==> src/rtl/xsw_pkg.sv <==
package xsw_pkg;
   localparam int NBLK    = 4;
   localparam int BLK_IDW = 2;

   typedef enum logic [2:0] {
      S_IDLE,
      S_SHIFT,
      S_PRE,
      S_LOAD,
      S_POST,
      S_CFG
   } seq_st_t;

   typedef struct packed {
      logic       en;
      logic [5:0] in_port;
      logic [5:0] out_port;
   } conn_req_t;
endpackage

==> src/rtl/xsw_addr_map.sv <==
// Maps a 64-port request onto a block index, a local output address and
// the serial input word for either pass of the paired write.
module xsw_addr_map #(
   parameter int AW = 6,
   localparam int LW = AW - 1
) (
   input  logic [AW-1:0] out_port,
   input  logic [AW-1:0] in_port,
   input  logic          en,
   input  logic          second_pass,
   output logic [1:0]    blk_sel,
   output logic [LW-1:0] loc_out,
   output logic [AW-1:0] ia_word
);
   logic row_sel;

   // first pass addresses the row that does not hold the input
   assign row_sel = second_pass ? in_port[AW-1] : ~in_port[AW-1];
   assign blk_sel = {row_sel, out_port[AW-1]};
   assign loc_out = out_port[LW-1:0];
   // enable bit leads; only the second pass may carry a one there
   assign ia_word = {second_pass & en, in_port[LW-1:0]};
endmodule

==> src/rtl/xsw_bit_timer.sv <==
// Divides the system clock into serial bit slots and counts bits.
module xsw_bit_timer #(
   parameter int CLK_DIV = 4,
   parameter int NBITS   = 6,
   localparam int PW = (CLK_DIV > 1) ? $clog2(CLK_DIV) : 1,
   localparam int BW = (NBITS > 1) ? $clog2(NBITS) : 1
) (
   input  logic          clk,
   input  logic          rst,
   input  logic          run,
   output logic          sclk,
   output logic [BW-1:0] bit_idx,
   output logic          last
);
   logic [PW-1:0] phase;
   logic          slot_end;

   assign slot_end = (phase == PW'(CLK_DIV - 1));
   assign last     = run && slot_end && (bit_idx == BW'(NBITS - 1));

   always_ff @(posedge clk) begin
      if (rst || !run) begin
         phase   <= '0;
         bit_idx <= '0;
      end else if (slot_end) begin
         phase   <= '0;
         bit_idx <= (bit_idx == BW'(NBITS - 1)) ? '0 : bit_idx + 1'b1;
      end else begin
         phase <= phase + 1'b1;
      end
   end

   generate
      if (CLK_DIV == 2) begin : g_div2
         assign sclk = run & phase[0];
      end else begin : g_divn
         assign sclk = run & (phase >= PW'(CLK_DIV / 2));
      end
   endgenerate
endmodule

==> src/rtl/xbar64_cfg_seq.sv <==
module xbar64_cfg_seq
   import xsw_pkg::*;
#(
   parameter int AW         = 6,
   parameter int CLK_DIV    = 4,
   parameter int STROBE_CYC = 2,
   localparam int LW    = AW - 1,
   localparam int NBITS = AW,
   localparam int BW    = (NBITS > 1) ? $clog2(NBITS) : 1,
   localparam int SW    = $clog2(STROBE_CYC)
) (
   input  logic          clk,
   input  logic          rst,
   input  logic          req_valid,
   input  logic [AW-1:0] req_out,
   input  logic [AW-1:0] req_in,
   input  logic          req_en,
   input  logic          apply_valid,
   output logic          req_ready,
   output logic          sclk_oa,
   output logic          sdat_oa,
   output logic          sclk_ia,
   output logic          sdat_ia,
   output logic [3:0]    load_n,
   output logic          config_n,
   output logic          blk_rst_n
);
   generate
      if (AW != 6) begin : g_bad_aw
         $error("xbar64_cfg_seq: AW must be 6 for a 2x2 array of 32-port blocks");
      end
      if (CLK_DIV < 2 || (CLK_DIV % 2) != 0) begin : g_bad_div
         $error("xbar64_cfg_seq: CLK_DIV must be even and at least 2");
      end
      if (STROBE_CYC < 2) begin : g_bad_strobe
         $error("xbar64_cfg_seq: STROBE_CYC must be at least 2");
      end
   endgenerate

   seq_st_t       st;
   logic          second_pass;
   logic [SW-1:0] scnt;
   logic [AW-1:0] lat_out, lat_in;
   logic          lat_en;

   logic [1:0]       blk_sel;
   logic [LW-1:0]    loc_out;
   logic [AW-1:0]    ia_word;
   logic [NBITS-1:0] oa_word;
   logic             sclk_raw;
   logic [BW-1:0]    bit_idx;
   logic             shift_last;
   logic [BW-1:0]    msb_idx;

   xsw_addr_map #(.AW(AW)) u_map (
      .out_port   (lat_out),
      .in_port    (lat_in),
      .en         (lat_en),
      .second_pass(second_pass),
      .blk_sel    (blk_sel),
      .loc_out    (loc_out),
      .ia_word    (ia_word)
   );

   xsw_bit_timer #(.CLK_DIV(CLK_DIV), .NBITS(NBITS)) u_timer (
      .clk    (clk),
      .rst    (rst),
      .run    (st == S_SHIFT),
      .sclk   (sclk_raw),
      .bit_idx(bit_idx),
      .last   (shift_last)
   );

   // output address padded so that bit slot 0 carries a dummy bit
   assign oa_word = {1'b0, loc_out};
   assign msb_idx = BW'(NBITS - 1) - bit_idx;

   always_comb begin
      sdat_ia = 1'b0;
      sdat_oa = 1'b0;
      if (st == S_SHIFT) begin
         sdat_ia = ia_word[msb_idx];
         sdat_oa = oa_word[msb_idx];
      end
   end

   assign sclk_ia   = sclk_raw;
   assign sclk_oa   = sclk_raw && (bit_idx != '0);
   assign config_n  = ~(st == S_CFG);
   assign req_ready = (st == S_IDLE);

   generate
      for (genvar b = 0; b < NBLK; b++) begin : g_load
         assign load_n[b] = ~((st == S_LOAD) && (blk_sel == BLK_IDW'(b)));
      end
   endgenerate

   always_ff @(posedge clk) begin
      if (rst) begin
         st          <= S_IDLE;
         second_pass <= 1'b0;
         scnt        <= '0;
         lat_out     <= '0;
         lat_in      <= '0;
         lat_en      <= 1'b0;
         blk_rst_n   <= 1'b0;
      end else begin
         blk_rst_n <= 1'b1;
         unique case (st)
            S_IDLE: begin
               scnt        <= '0;
               second_pass <= 1'b0;
               if (req_valid) begin
                  lat_out <= req_out;
                  lat_in  <= req_in;
                  lat_en  <= req_en;
                  st      <= S_SHIFT;
               end else if (apply_valid) begin
                  st <= S_CFG;
               end
            end
            S_SHIFT: begin
               if (shift_last) st <= S_PRE;
            end
            S_PRE: begin
               scnt <= '0;
               st   <= S_LOAD;
            end
            S_LOAD: begin
               if (scnt == SW'(STROBE_CYC - 1)) st <= S_POST;
               else scnt <= scnt + 1'b1;
            end
            S_POST: begin
               scnt <= '0;
               if (!second_pass) begin
                  second_pass <= 1'b1;
                  st          <= S_SHIFT;
               end else begin
                  second_pass <= 1'b0;
                  st          <= S_IDLE;
               end
            end
            S_CFG: begin
               if (scnt == SW'(STROBE_CYC - 1)) st <= S_IDLE;
               else scnt <= scnt + 1'b1;
            end
            default: st <= S_IDLE;
         endcase
      end
   end
endmodule

==> config.mk <==
export PLATFORM = sky130hd
export DESIGN_NAME = xbar64_cfg_seq
export DESIGN_NICKNAME = d
export VERILOG_FILES = /design/src/rtl/xsw_pkg.sv /design/src/rtl/xsw_addr_map.sv /design/src/rtl/xsw_bit_timer.sv /design/src/rtl/xbar64_cfg_seq.sv
export SDC_FILE = /design/constraint.sdc
export NUM_CORES = 1
export LEC_CHECK = 0
export ABC_AREA = 1
export ABC_CLOCK_PERIOD_IN_PS = 1800
export BUFFER_PORTS_ARGS = -buffer_cell sky130_fd_sc_hd__buf_2
export CORE_MARGIN = 2
export CORE_UTILIZATION = 55
export DETAILED_ROUTE_END_ITERATION = 12
export PLACE_DENSITY_LB_ADDON = 0.3
export SYNTH_ARGS = -nofsm -noshare
export SYNTH_HDL_FRONTEND = slang
export SYNTH_SLANG_ARGS = --single-unit
==> constraint.sdc <==
create_clock -name clk -period 1.8 [get_ports clk]
set_input_delay 0.27 -clock clk [delete_from_list [all_inputs] [get_ports clk]]
set_output_delay 0.27 -clock clk [all_outputs]
set_load 0.05 [all_outputs]
==> impl_metrics.json <==
{
  "outcome": "finished, final reports clean",
  "rsz0062_at_grt": "true",
  "cts_max_level": 1,
  "cts_buffers": 3,
  "totalWireLength_mm": 2.57,
  "crit_required_ns": 1.53,
  "crit_family": "flip-flops",
  "yosys_register_bits": 24,
  "cts_sinks": 24,
  "drive_above_1_share_pct": 29.0,
  "register_area_um2": 488,
  "relSlewSlack_pct": 78.0,
  "fin_ws_ns": 0.0152,
  "critPathBufInv": 3,
  "final_cell_mix": "27 x nand2_1, 23 x buf_2, 20 x dfxtp_1",
  "root_buffer": "clkbuf_4",
  "synth.distinct_cells": 28,
  "via_per_inst": 5.22,
  "grt_start_max_net_pins": 19,
  "maxSlewViolCount": 0,
  "fillers": 168,
  "crit-reg2reg-launch": "st[1]",
  "diodes": 0,
  "hold_viol": 0,
  "dp_cells": 215,
  "drc_errors": 0,
  "syn_nets": 187,
  "tightest_slew_ns": 0.330,
  "path_cells": "inv_2 -> nor3_2 -> inv_2 -> a211oi_2 -> buf_6",
  "r2r_cells": 6,
  "path_max_fanout": 4,
  "drtPass1Iterations": 4,
  "end_kind": "primary output",
  "grt_overflow": 0,
  "synth_edf_count": 0,
  "via_count": 1149,
  "hold_start": "req_en",
  "critPathMaxStageDelay_ns": 0.38,
  "syn_area_um2": 1210,
  "hold_class": "input port to flop",
  "syn_inst": 165,
  "drv_cap": 0,
  "period_needed_ns": 1.78,
  "gp_congestion": 0.871,
  "multi_input_area_um2": 646,
  "fin_skew_ns": 0.00489,
  "synth_ff_type": "dfxtp_1",
  "syn_avg_cell_area_um2": 7.31,
  "nNetsFinal": 216,
  "rows": 16,
  "peakVddDrop_mv": 1.08,
  "wl_per_cell_um": 11.7,
  "drt_iter0_markers": 21,
  "mostFrequentLayoutCell": "nand2_1",
  "clkSlewWorstSetupHoldPaths_ns": 0.13,
  "crit_path_top_delay_cell": "dfxtp_2",
  "crit_arrival_ns": 1.51,
  "p_per_area_nw_per_um2": 1300,
  "clk_latency_ns": 0.32,
  "io_pins": 28,
  "area_growth_pct": 22.5,
  "fin_area_um2": 1480,
  "start_util_pct": 59.7,
  "cts_buffer_depth": 2,
  "period_share_pct": 99.2,
  "r2r-end": "lat_in[3]",
  "crit_path_start_kind": "flop",
  "die_w_um": 50.8,
  "antenna_left": 0,
  "grt_pass1_wl_mm": 4.68,
  "grt_pass1_vias": 1114,
  "place_area_um2": 1370,
  "rrSetupSlack_ns": 0.32,
  "final.setup.tns_ns": 0,
  "leakagePower_uw": 0.000646,
  "grtUsageTotal_pct": 23.8,
  "core-area_um2": 2020,
  "async_flop_share_pct": 0,
  "crit_type": "flop to primary output",
  "fin_cells": 220,
  "cts_tree": "built",
  "finalSetupViolCount": 0,
  "place_ws_ns": 0.121,
  "hold_depth": 3,
  "timing.fmax_mhz": 560,
  "antenna_found_initial": 0,
  "numPortBuffers": 27,
  "worst_path_most_repeated_cell": "inv_2",
  "die-area_um2": 2580,
  "yosys_warnings": 0,
  "place_hpwl_mm": 1.97,
  "die_height_um": 50.8,
  "ys_seq_area_share_pct": 39.8,
  "min_to": "lat_en"
}
## registers in the layout, summed over array words and instances (netlist names)
| signal | cells |
|---|---|
| lat_in | 6 |
| lat_out | 6 |
| st | 3 |
| u_timer.bit_idx | 3 |
| u_timer.phase | 2 |
| blk_rst_n | 1 |
| lat_en | 1 |
| scnt | 1 |
| second_pass | 1 |
## kinds of logic after synthesis
kind of cell / count (synthesis) / synth area share, %
xor+xnor: 2 / 1.45
fa+ha+maj: 5 / 5.19
buf+inv: 26 / 9.23
compound gates: 36 / 15.9
simple gates: 72 / 28.4
flops: 24 / 39.8
## cells in the mapped netlist, types with 2 or more instances
cell type	number	share of area, %
o21ai_0	11	4.6
inv_2	4	1.2
nand2_1	27	8.4
clkbuf_1	2	0.62
nand2_4	2	1.9
dfxtp_1	24	40
ha_1	5	5.2
a21oi_1	20	8.3
inv_1	16	5.0
a211oi_1	2	1.2
nor2_1	17	5.3
buf_2	2	0.83
nand3_1	18	7.5
## power by group
part / internal (µW) / switching (µW) / total (µW)
sequential: 644 / 85.4 / 729
clock: 225 / 164 / 389
combinational: 256 / 540 / 796
total: 1130 / 790 / 1910
## per-stage QoR
step	hold slack, ns	utilization [%]	total power, µW
floorplan	0.417	-	1390
global placement	0.431	67.5	1500
detailed placement	0.452	67.5	1530
CTS	0.203	71.8	1910
global route	0.217	73.1	2060
finish	0.199	73.1	1910
## worst register-to-register path, delay by kind of cell (launching register included)
kind / cells / cell delay [ns]
buffers and inverters: 1 / 0.11
AND/OR/NAND/NOR: 3 / 0.55
flip-flops: 1 / 0.39
AO/OA/AOI/OAI: 2 / 0.33
## metal layers
layer  GRT usage (%)  vias to the layer above  routed length, µm
li1                -                      599                  -
met1            30.5                      513               1200
met2            39.7                       30               1200
met3            4.09                        7                118
met4            9.91                        0                 45
met5               0                        -                  0
## area by class of cell
| cell class | count | share of cell area, % |
|---|---|---|
| Multi-Input combinational cell | 115 | 43.7 |
| Sequential cell | 24 | 33.0 |
| Timing Repair Buffer | 30 | 12.4 |
| Inverter | 20 | 5.08 |
| Tap cell | 27 | 2.29 |
| Clock inverter | 1 | 2.03 |
| Clock buffer | 3 | 1.52 |
## timing repair
item                                    in CTS  in global routing
endpoints found under the setup margin       3                  8
hold buffers                                 0                  0
pin swaps                                    0                  4
gates resized for setup                     10                 11
hold endpoints to repair                     0                  0
buffers inserted                             0                  1
## how the worst max path moves through the flow
stage / from / endpoint / slack [ns] / cells after the start
2_1_floorplan: u_timer.bit_idx[0] / sclk_oa / -0.009 / 4
3_3_place_gp: u_timer.bit_idx[1] / sdat_oa / 0.19 / 5
3_5_place_dp: u_timer.bit_idx[1] / sdat_ia / 0.12 / 6
4_1_cts: st[0] / sclk_oa / 0.002 / 5
5_1_grt: st[0] / sclk_oa / -0.05 / 5
6_report: st[0] / sclk_oa / 0.02 / 5
No activity file was read; power rests on OpenSTA's default activity.
